`config.mk`:
```
export PLATFORM = sky130hd
export DESIGN_NAME = async_sram_ctrl
export DESIGN_NICKNAME = d
export VERILOG_FILES = /design/src/rtl/async_sram_ctrl.sv
export SDC_FILE = /design/constraint.sdc
export NUM_CORES = 1
export LEC_CHECK = 0
export BUFFER_PORTS_ARGS = -buffer_cell sky130_fd_sc_hd__clkbuf_2
export CORE_MARGIN = 5
export CORE_UTILIZATION = 30
export CTS_BUF_LIST = sky130_fd_sc_hd__clkbuf_4
export DETAILED_ROUTE_END_ITERATION = 16
export PLACE_DENSITY_LB_ADDON = 0.25
export SLEW_MARGIN = 40
export SYNTH_ARGS = -nofsm -noshare
export SYNTH_HDL_FRONTEND = slang
export SYNTH_SLANG_ARGS = --single-unit
```
`constraint.sdc`:
```
create_clock -name clk -period 2.1 [get_ports clk]
set_input_delay 0.105 -clock clk [delete_from_list [all_inputs] [get_ports clk]]
set_output_delay 0.105 -clock clk [all_outputs]
set_load 0.05 [all_outputs]
```
`src/rtl/async_sram_ctrl.sv`:
```
module async_sram_ctrl #(
  parameter int CLK_NS = 10,
  parameter int AW     = 19,
  parameter int DW     = 8,
  parameter int T_WC   = 55,
  parameter int T_PWE  = 40,
  parameter int T_AW   = 45,
  parameter int T_SD   = 25,
  parameter int T_RC   = 55,
  parameter int T_AA   = 55,
  parameter int T_DOE  = 35,
  parameter int T_HZ   = 20
) (
  input  logic          clk,
  input  logic          rst_n,
  input  logic          req_valid,
  output logic          req_ready,
  input  logic          req_we,
  input  logic [AW-1:0] req_addr,
  input  logic [DW-1:0] req_wdata,
  output logic [DW-1:0] rsp_rdata,
  output logic          rsp_done,
  output logic [AW-1:0] mem_addr,
  output logic          mem_cs_n,
  output logic          mem_cs,
  output logic          mem_oe_n,
  output logic          mem_we_n,
  output logic [DW-1:0] mem_dq_out,
  output logic          mem_dq_oe,
  input  logic [DW-1:0] mem_dq_in
);

  localparam int C_HZ  = (T_HZ  + CLK_NS - 1) / CLK_NS;
  localparam int C_SD  = (T_SD  + CLK_NS - 1) / CLK_NS;
  localparam int C_PWE = (T_PWE + CLK_NS - 1) / CLK_NS;
  localparam int C_AW  = (T_AW  + CLK_NS - 1) / CLK_NS;
  localparam int C_WC  = (T_WC  + CLK_NS - 1) / CLK_NS;
  localparam int C_RC  = (T_RC  + CLK_NS - 1) / CLK_NS;
  localparam int C_AA  = (T_AA  + CLK_NS - 1) / CLK_NS;
  localparam int C_DOE = (T_DOE + CLK_NS - 1) / CLK_NS;

  localparam int N_HZ  = (C_HZ < 1) ? 1 : C_HZ;
  localparam int N_W1  = (C_PWE > C_AW) ? C_PWE : C_AW;
  localparam int N_W2  = N_HZ + ((C_SD < 1) ? 1 : C_SD);
  localparam int N_WL  = (N_W1 > N_W2) ? N_W1 : N_W2;
  localparam int N_REC = (C_WC > N_WL) ? C_WC - N_WL : 1;
  localparam int N_R1  = (C_RC > C_AA) ? C_RC : C_AA;
  localparam int N_R2  = (N_R1 > C_DOE) ? N_R1 : C_DOE;
  localparam int N_RD  = (N_R2 < 1) ? 1 : N_R2;
  localparam int N_MAX = (N_WL > N_RD) ? ((N_WL > N_REC) ? N_WL : N_REC) : N_RD;
  localparam int CW    = $clog2(N_MAX + 1);

  typedef enum logic [1:0] {S_IDLE, S_WLOW, S_WREC, S_READ} state_t;

  state_t        state;
  logic [CW-1:0] cnt;
  logic          sel;
  logic [AW-1:0] addr_q;
  logic [DW-1:0] wdata_q;
  logic [DW-1:0] rdata_q;

  assign req_ready  = (state == S_IDLE) && !sel;
  assign mem_cs_n   = !sel;
  assign mem_cs     = sel;
  assign mem_addr   = addr_q;
  assign mem_dq_out = wdata_q;
  assign rsp_rdata  = rdata_q;

  always_ff @(posedge clk) begin
    if (!rst_n) begin
      state     <= S_IDLE;
      cnt       <= '0;
      mem_we_n  <= 1'b1;
      mem_oe_n  <= 1'b1;
      mem_dq_oe <= 1'b0;
      rsp_done  <= 1'b0;
      sel       <= sel && !mem_we_n;
    end else begin
      rsp_done <= 1'b0;
      case (state)
        S_IDLE: begin
          sel <= 1'b0;
          if (req_valid && !sel) begin
            addr_q  <= req_addr;
            wdata_q <= req_wdata;
            sel     <= 1'b1;
            cnt     <= '0;
            if (req_we) begin
              mem_we_n <= 1'b0;
              state    <= S_WLOW;
            end else begin
              mem_oe_n <= 1'b0;
              state    <= S_READ;
            end
          end
        end
        S_WLOW: begin
          cnt <= cnt + 1'b1;
          if (cnt == CW'(N_HZ - 1)) mem_dq_oe <= 1'b1;
          if (cnt == CW'(N_WL - 1)) begin
            mem_we_n <= 1'b1;
            cnt      <= '0;
            state    <= S_WREC;
          end
        end
        S_WREC: begin
          mem_dq_oe <= 1'b0;
          cnt       <= cnt + 1'b1;
          if (cnt == CW'(N_REC - 1)) begin
            sel      <= 1'b0;
            rsp_done <= 1'b1;
            state    <= S_IDLE;
          end
        end
        default: begin
          cnt <= cnt + 1'b1;
          if (cnt == CW'(N_RD - 1)) begin
            rdata_q  <= mem_dq_in;
            mem_oe_n <= 1'b1;
            sel      <= 1'b0;
            rsp_done <= 1'b1;
            state    <= S_IDLE;
          end
        end
      endcase
    end
  end

  AST_IDLE_QUIET: assert property (@(posedge clk) disable iff (!rst_n)
    req_ready |-> (mem_cs_n && !mem_cs && mem_we_n && mem_oe_n && !mem_dq_oe));
  AST_ADDR_HELD: assert property (@(posedge clk) disable iff (!rst_n)
    (sel && $past(sel)) |-> $stable(mem_addr));
  AST_WE_ONLY_SELECTED: assert property (@(posedge clk) disable iff (!rst_n)
    !mem_we_n |-> (!mem_cs_n && mem_cs && mem_oe_n));
  AST_NO_CONTENTION: assert property (@(posedge clk) disable iff (!rst_n)
    mem_dq_oe |-> mem_oe_n);
  AST_DRV_OFF_AFTER_WE: assert property (@(posedge clk) disable iff (!rst_n)
    $rose(mem_we_n) |=> !mem_dq_oe);
  AST_WE_ENDS_WRITE: assert property (@(posedge clk) disable iff (!rst_n)
    $rose(mem_we_n) |-> (!mem_cs_n && mem_cs));
  AST_DONE_WITH_READY: assert property (@(posedge clk) disable iff (!rst_n)
    rsp_done |-> req_ready);

endmodule

```
# Word-level counts from Yosys, hierarchy flattened

Index checks and enable logic that the tools add are counted.
W data, S select, Z words.

$add $sub $neg: 1
Reductions and logical operators: 21
Bitwise logic cells: 2
Equality and inequality tests: 14
Multiplexer cells: 27

Operators by type and width:

| kind                  | number |
|---|---|
| $mux W1               | 13 |
| $ne A2 B2 Y1 const B  | 6 |
| $reduce_and A4 Y1     | 3 |
| $mux W2               | 5 |
| $reduce_and A3 Y1     | 3 |
| $pmux W1 S2           | 4 |
| $eq A3 B3 Y1 const B  | 2 |
| $mux W3               | 2 |
| $pmux W2 S3           | 1 |
| $pmux W3 S2           | 1 |
| $reduce_bool A2 Y1    | 3 |
| $ne A4 B1 Y1 const B  | 1 |
| $reduce_bool A4 Y1    | 1 |
| $reduce_or A2 Y1      | 2 |
| $add A3 B1 Y3 const B | 1 |
| $eq A3 B1 Y1 const B  | 1 |
| $logic_and A1 B1 Y1   | 3 |
| $logic_not A3 Y1      | 1 |
| $ne A3 B3 Y1 const B  | 1 |
| $pmux W1 S3           | 1 |
| $reduce_or A3 Y1      | 1 |
| $eq A2 B1 Y1 const B  | 1 |
| $eq A2 B2 Y1 const B  | 1 |
| $logic_not A1 Y1      | 2 |
| 4 further kinds       | 5 |

Logic and storage cells: 75
Output and inout bits: 42
Bits in registers: 45

# Depth between registers and ports, before layout

Depth after elaboration: 5
Depth in mapped cells: 7
Gate-level depth less buffers: 6

# Least setup slack after synthesis

OpenSTA, ideal clock, no wires.

Path kind: flip-flop to flip-flop
From: register sel, in the netlist mem_cs
To: register addr_q[0], in the netlist mem_addr[0], enable pin
Slack: 0.172 ns
Arrival time: 1.546 ns
Setup time: 0.382 ns
Required time: 1.718 ns
Cell stages (with the launch flop): 4
Period minus slack after synthesis: 1.928 ns
Path buffers: 0
Path through: edfxtp_1 and3b_1 nand2_1 inv_1

Longest elaborated chain between the ends: 3

RTL lines:

| item                        | line | RTL |
|---|---|---|
| start: declaration          | 57   | `logic sel;` |
| start signal: assignment    | 77   | `sel <= sel && !mem_we_n;` |
| $logic_not A1 Y1            | 83   | `if (req_valid && !sel) begin` |
| $logic_and A1 B1 Y1         | 83   |  |
| $reduce_and A3 Y1 (no line) | n/a  |  |
| end signal: assignment      | 84   | `addr_q <= req_addr;` |
| end: declaration            | 58   | `logic [AW-1:0] addr_q;` |

No other way between the ends.
A chain may end at the register's enable or synchronous reset.

# Worst setup path in the final report

From: register state[0]
To: output port req_ready

Longest elaborated chain between the ends: 2

RTL lines:

| item                     | line | RTL |
|---|---|---|
| start: declaration       | 55   | `state_t state;` |
| start signal: assignment | 71   | `state <= S_IDLE;` |
| start signal: assignment | 90   | `state <= S_WLOW;` |
| start signal: assignment | 93   | `state <= S_READ;` |
| $logic_not A2 Y1         | 62   | `assign req_ready = (state == S_IDLE) && !sel;` |
| $logic_and A1 B1 Y1      | 62   |  |
| end: declaration         | 17   | `output logic req_ready,` |

No other way between the ends.

==> flow_summary.json <==
{
  "ff2ff_path_depth": 6,
  "yosys.area.top_type": "edfxtp_1",
  "antenna-diode-count": 0,
  "max-cap-violations": 0,
  "rsz0062_at_grt": "no",
  "finalInstanceArea_um2": 2690,
  "place.gp.congestion": 0.804,
  "cts_setup_buffers": 0,
  "chipWidth_um": 86.6,
  "worstSetupStartpointType": "register",
  "core-area_um2": 5820,
  "ys_seq_elements": 45,
  "grt-busiest-layer": "met2",
  "worst-path-buf-inv": 3,
  "synth_cells": 113,
  "syn2layout_area_growth_pct": 52.6,
  "slew_viol_final": 0,
  "grt.met3_usage": 0.0333,
  "die-area_um2": 7500,
  "drc": 0,
  "grt_remaining_overflow": 0,
  "yosysWarningCount": 0,
  "final_common_cell": "clkbuf_2",
  "setup_violations": 0,
  "avgSynthCellArea_um2": 15.6,
  "synth_area_leaders": "edfxtp_1 (61%), dfxtp_1 (10%), ha_1 (5.7%), nand2_1 (2.1%), mux2i_1 (1.7%)",
  "rows": 28,
  "min_path_type": "in2reg",
  "htreeDepth": 2,
  "cp-startpoint": "state[0]",
  "syn_area_um2": 1760,
  "cts.clk_slew.worst_paths_ns": 0.13,
  "worstReg2RegEnd": "mem_addr[11]",
  "first_iter_violations": 13,
  "cts.sinks": 45,
  "grt_pass1_wl_um": 6360,
  "clock_skew_ns": 0.0123,
  "synth_top_cell_area_share": 0.614,
  "clockBufferDepth": 2,
  "cpLargestDelayFamily": "buffers and inverters",
  "totalPowerFinal_w": 0.00296,
  "slew_headroom": 0.755,
  "final_cell_mix": "clkbuf_2 (80), edfxtp_1 (36), dlygate4sd3_1 (35)",
  "fin_util": 0.462,
  "finalNetCount": 282,
  "grt_pass1_vias": 1362,
  "gr-usage-met2": 0.195,
  "period_share": 0.824,
  "cp.required_ns": 2.00,
  "grt_use_met1": 0.125,
  "antenna_found_initial": 0,
  "clkLatencyLatePin_ns": 0.34,
  "dp_hpwl_um": 2860,
  "crit_path_max_incr_delay_ns": 0.36,
  "setup_tns_ns": 0,
  "p_leak_nw": 1.15,
  "powerDensity_nw_per_um2": 1100,
  "drive_gt1_frac": 0.421,
  "start_util": 0.303,
  "hold_viol_final": 0,
  "crit_chain": "inv_1 -> ha_1 -> buf_4 -> nor2b_1 -> clkbuf_2",
  "boundaryPins": 81,
  "grt_max_degree": 28,
  "path_class": "reg2out",
  "fin_crit_ns": 1.73,
  "root_buffer": "clkbuf_4",
  "cp-end-kind": "output port",
  "cts_tree": "yes",
  "slowest_stage": "dfxtp_1",
  "seq_area_frac_synth": 0.716,
  "wl_per_cell_um": 12.8,
  "peakVddDrop_uv": 599,
  "netlist-cell-type-count": 31,
  "crit-reg2reg-launch": "state[0]",
  "io_buffers": 80,
  "r2r_slack_ns": 0.56,
  "synth_fp_nets": 160,
  "ant_nets": 0,
  "firstDrtPassIters": 4,
  "worstMarginPinSlew_ns": 0.367,
  "detail_route.vias_per_cell": 4.18,
  "critPathArrivalTime_ns": 1.63,
  "fmax_ghz": 0.578,
  "wirelength_um": 3970,
  "crit_fanout": 7,
  "die_h_um": 86.6,
  "cts_buffers": 5,
  "via_count": 1296,
  "grtUsageTotal": 0.109,
  "place_area_um2": 2260,
  "status": "finished, final reports clean",
  "cp.depth": 5,
  "endpoint": "req_ready"
}
[worst min path at each step]
stage / slack [ns] / from / cells after the start / end
finish: 0.06 / req_we / 3 / mem_oe_n
detailed placement: 0.28 / mem_dq_in[6] / 1 / rsp_rdata[6]
global route: 0.04 / req_we / 3 / mem_oe_n
global placement: 0.28 / mem_dq_in[3] / 1 / rsp_rdata[3]
CTS: 0.03 / req_we / 3 / mem_oe_n
floorplan: 0.20 / req_addr[0] / 0 / mem_addr[0]
[state kept, by name, summed over array words and instances, names as in the netlist, 2 cells and up]
| name | flops |
|---|---|
| mem_addr | 19 |
| mem_dq_out | 8 |
| rsp_rdata | 8 |
| state | 2 |
| cnt | 3 |
[repair_timing]
action                                 CTS  global route
hold buffers                            35             0
resized for setup                        0             0
endpoints found under the hold margin   35             0
[worst min-delay path: cells and delay by family]
family / cells / cell delay [ns]
buffers and inverters: 1 / 0.12
AOI/OAI and AO/OA: 2 / 0.15
[synth_stat cells]
library cell / instances
a31oi_1: 1
inv_1: 7
o41ai_2: 1
o21ai_2: 1
and2_4: 1
nor4b_1: 1
nor2_1: 6
dfxtp_1: 9
nand2b_1: 2
a21boi_0: 2
o21ai_0: 3
nand2b_4: 2
or2_0: 1
nand2_1: 10
o311ai_1: 1
a21oi_2: 1
a21bo_2: 1
and3b_1: 1
buf_6: 2
nor2b_1: 2
ha_1: 8
xnor2_1: 2
nor3_1: 1
o22a_2: 1
o31ai_1: 1
edfxtp_1: 36
mux2i_1: 3
o21a_1: 1
a21oi_1: 3
clkbuf_1: 1
a22oi_4: 1
[power by group]
| part | leakage, nW | internal (W) | switching (W) |
|---|---|---|---|
| registers | 0.405 | 0.00112 | 0.0000697 |
| logic | 0.700 | 0.000440 | 0.000835 |
| clock network | 0.0410 | 0.000243 | 0.000253 |
[cell families (layout without fill, tap and decap cells)]
family,Yosys count,after routing,share of synthesized area
adders and majority gates,8,8,0.0568
buffers and inverters,10,132,0.0298
xor gates and xnor gates,2,2,0.00994
and+or+nand+nor,27,27,0.0852
AOI/OAI and AO/OA,18,18,0.0852
DFF,45,45,0.716
muxes,3,3,0.0170
[metal layers]
metal  vias to the layer above  wire [µm]
li1                        649          -
met1                       587       1670
met2                        58       1960
met3                         2        326
met4                         0         14
met5                         -          0
[stage by stage]
stage / std cells / hold WS, ns / setup WS [ns]
2_1_floorplan: 113 / 0.204 / 0.172
5_1_grt: 310 / 0.0436 / 0.271
3_3_place_gp: 268 / 0.283 / 0.599
6_report: 310 / 0.0616 / 0.370
4_1_cts: 310 / 0.0267 / 0.332
3_5_place_dp: 268 / 0.284 / 0.581
[layout make-up]
cell class | count | area, µm²
multi-input combinational | 58 | 448
clock buffer | 5 | 37.5
inverter | 7 | 26.3
sequential | 45 | 1260
clock inverter | 2 | 35.0
tap | 75 | 93.8
timing repair buffer | 118 | 786
fill | 534 | 3130
No activity file was read; power rests on OpenSTA's default activity.
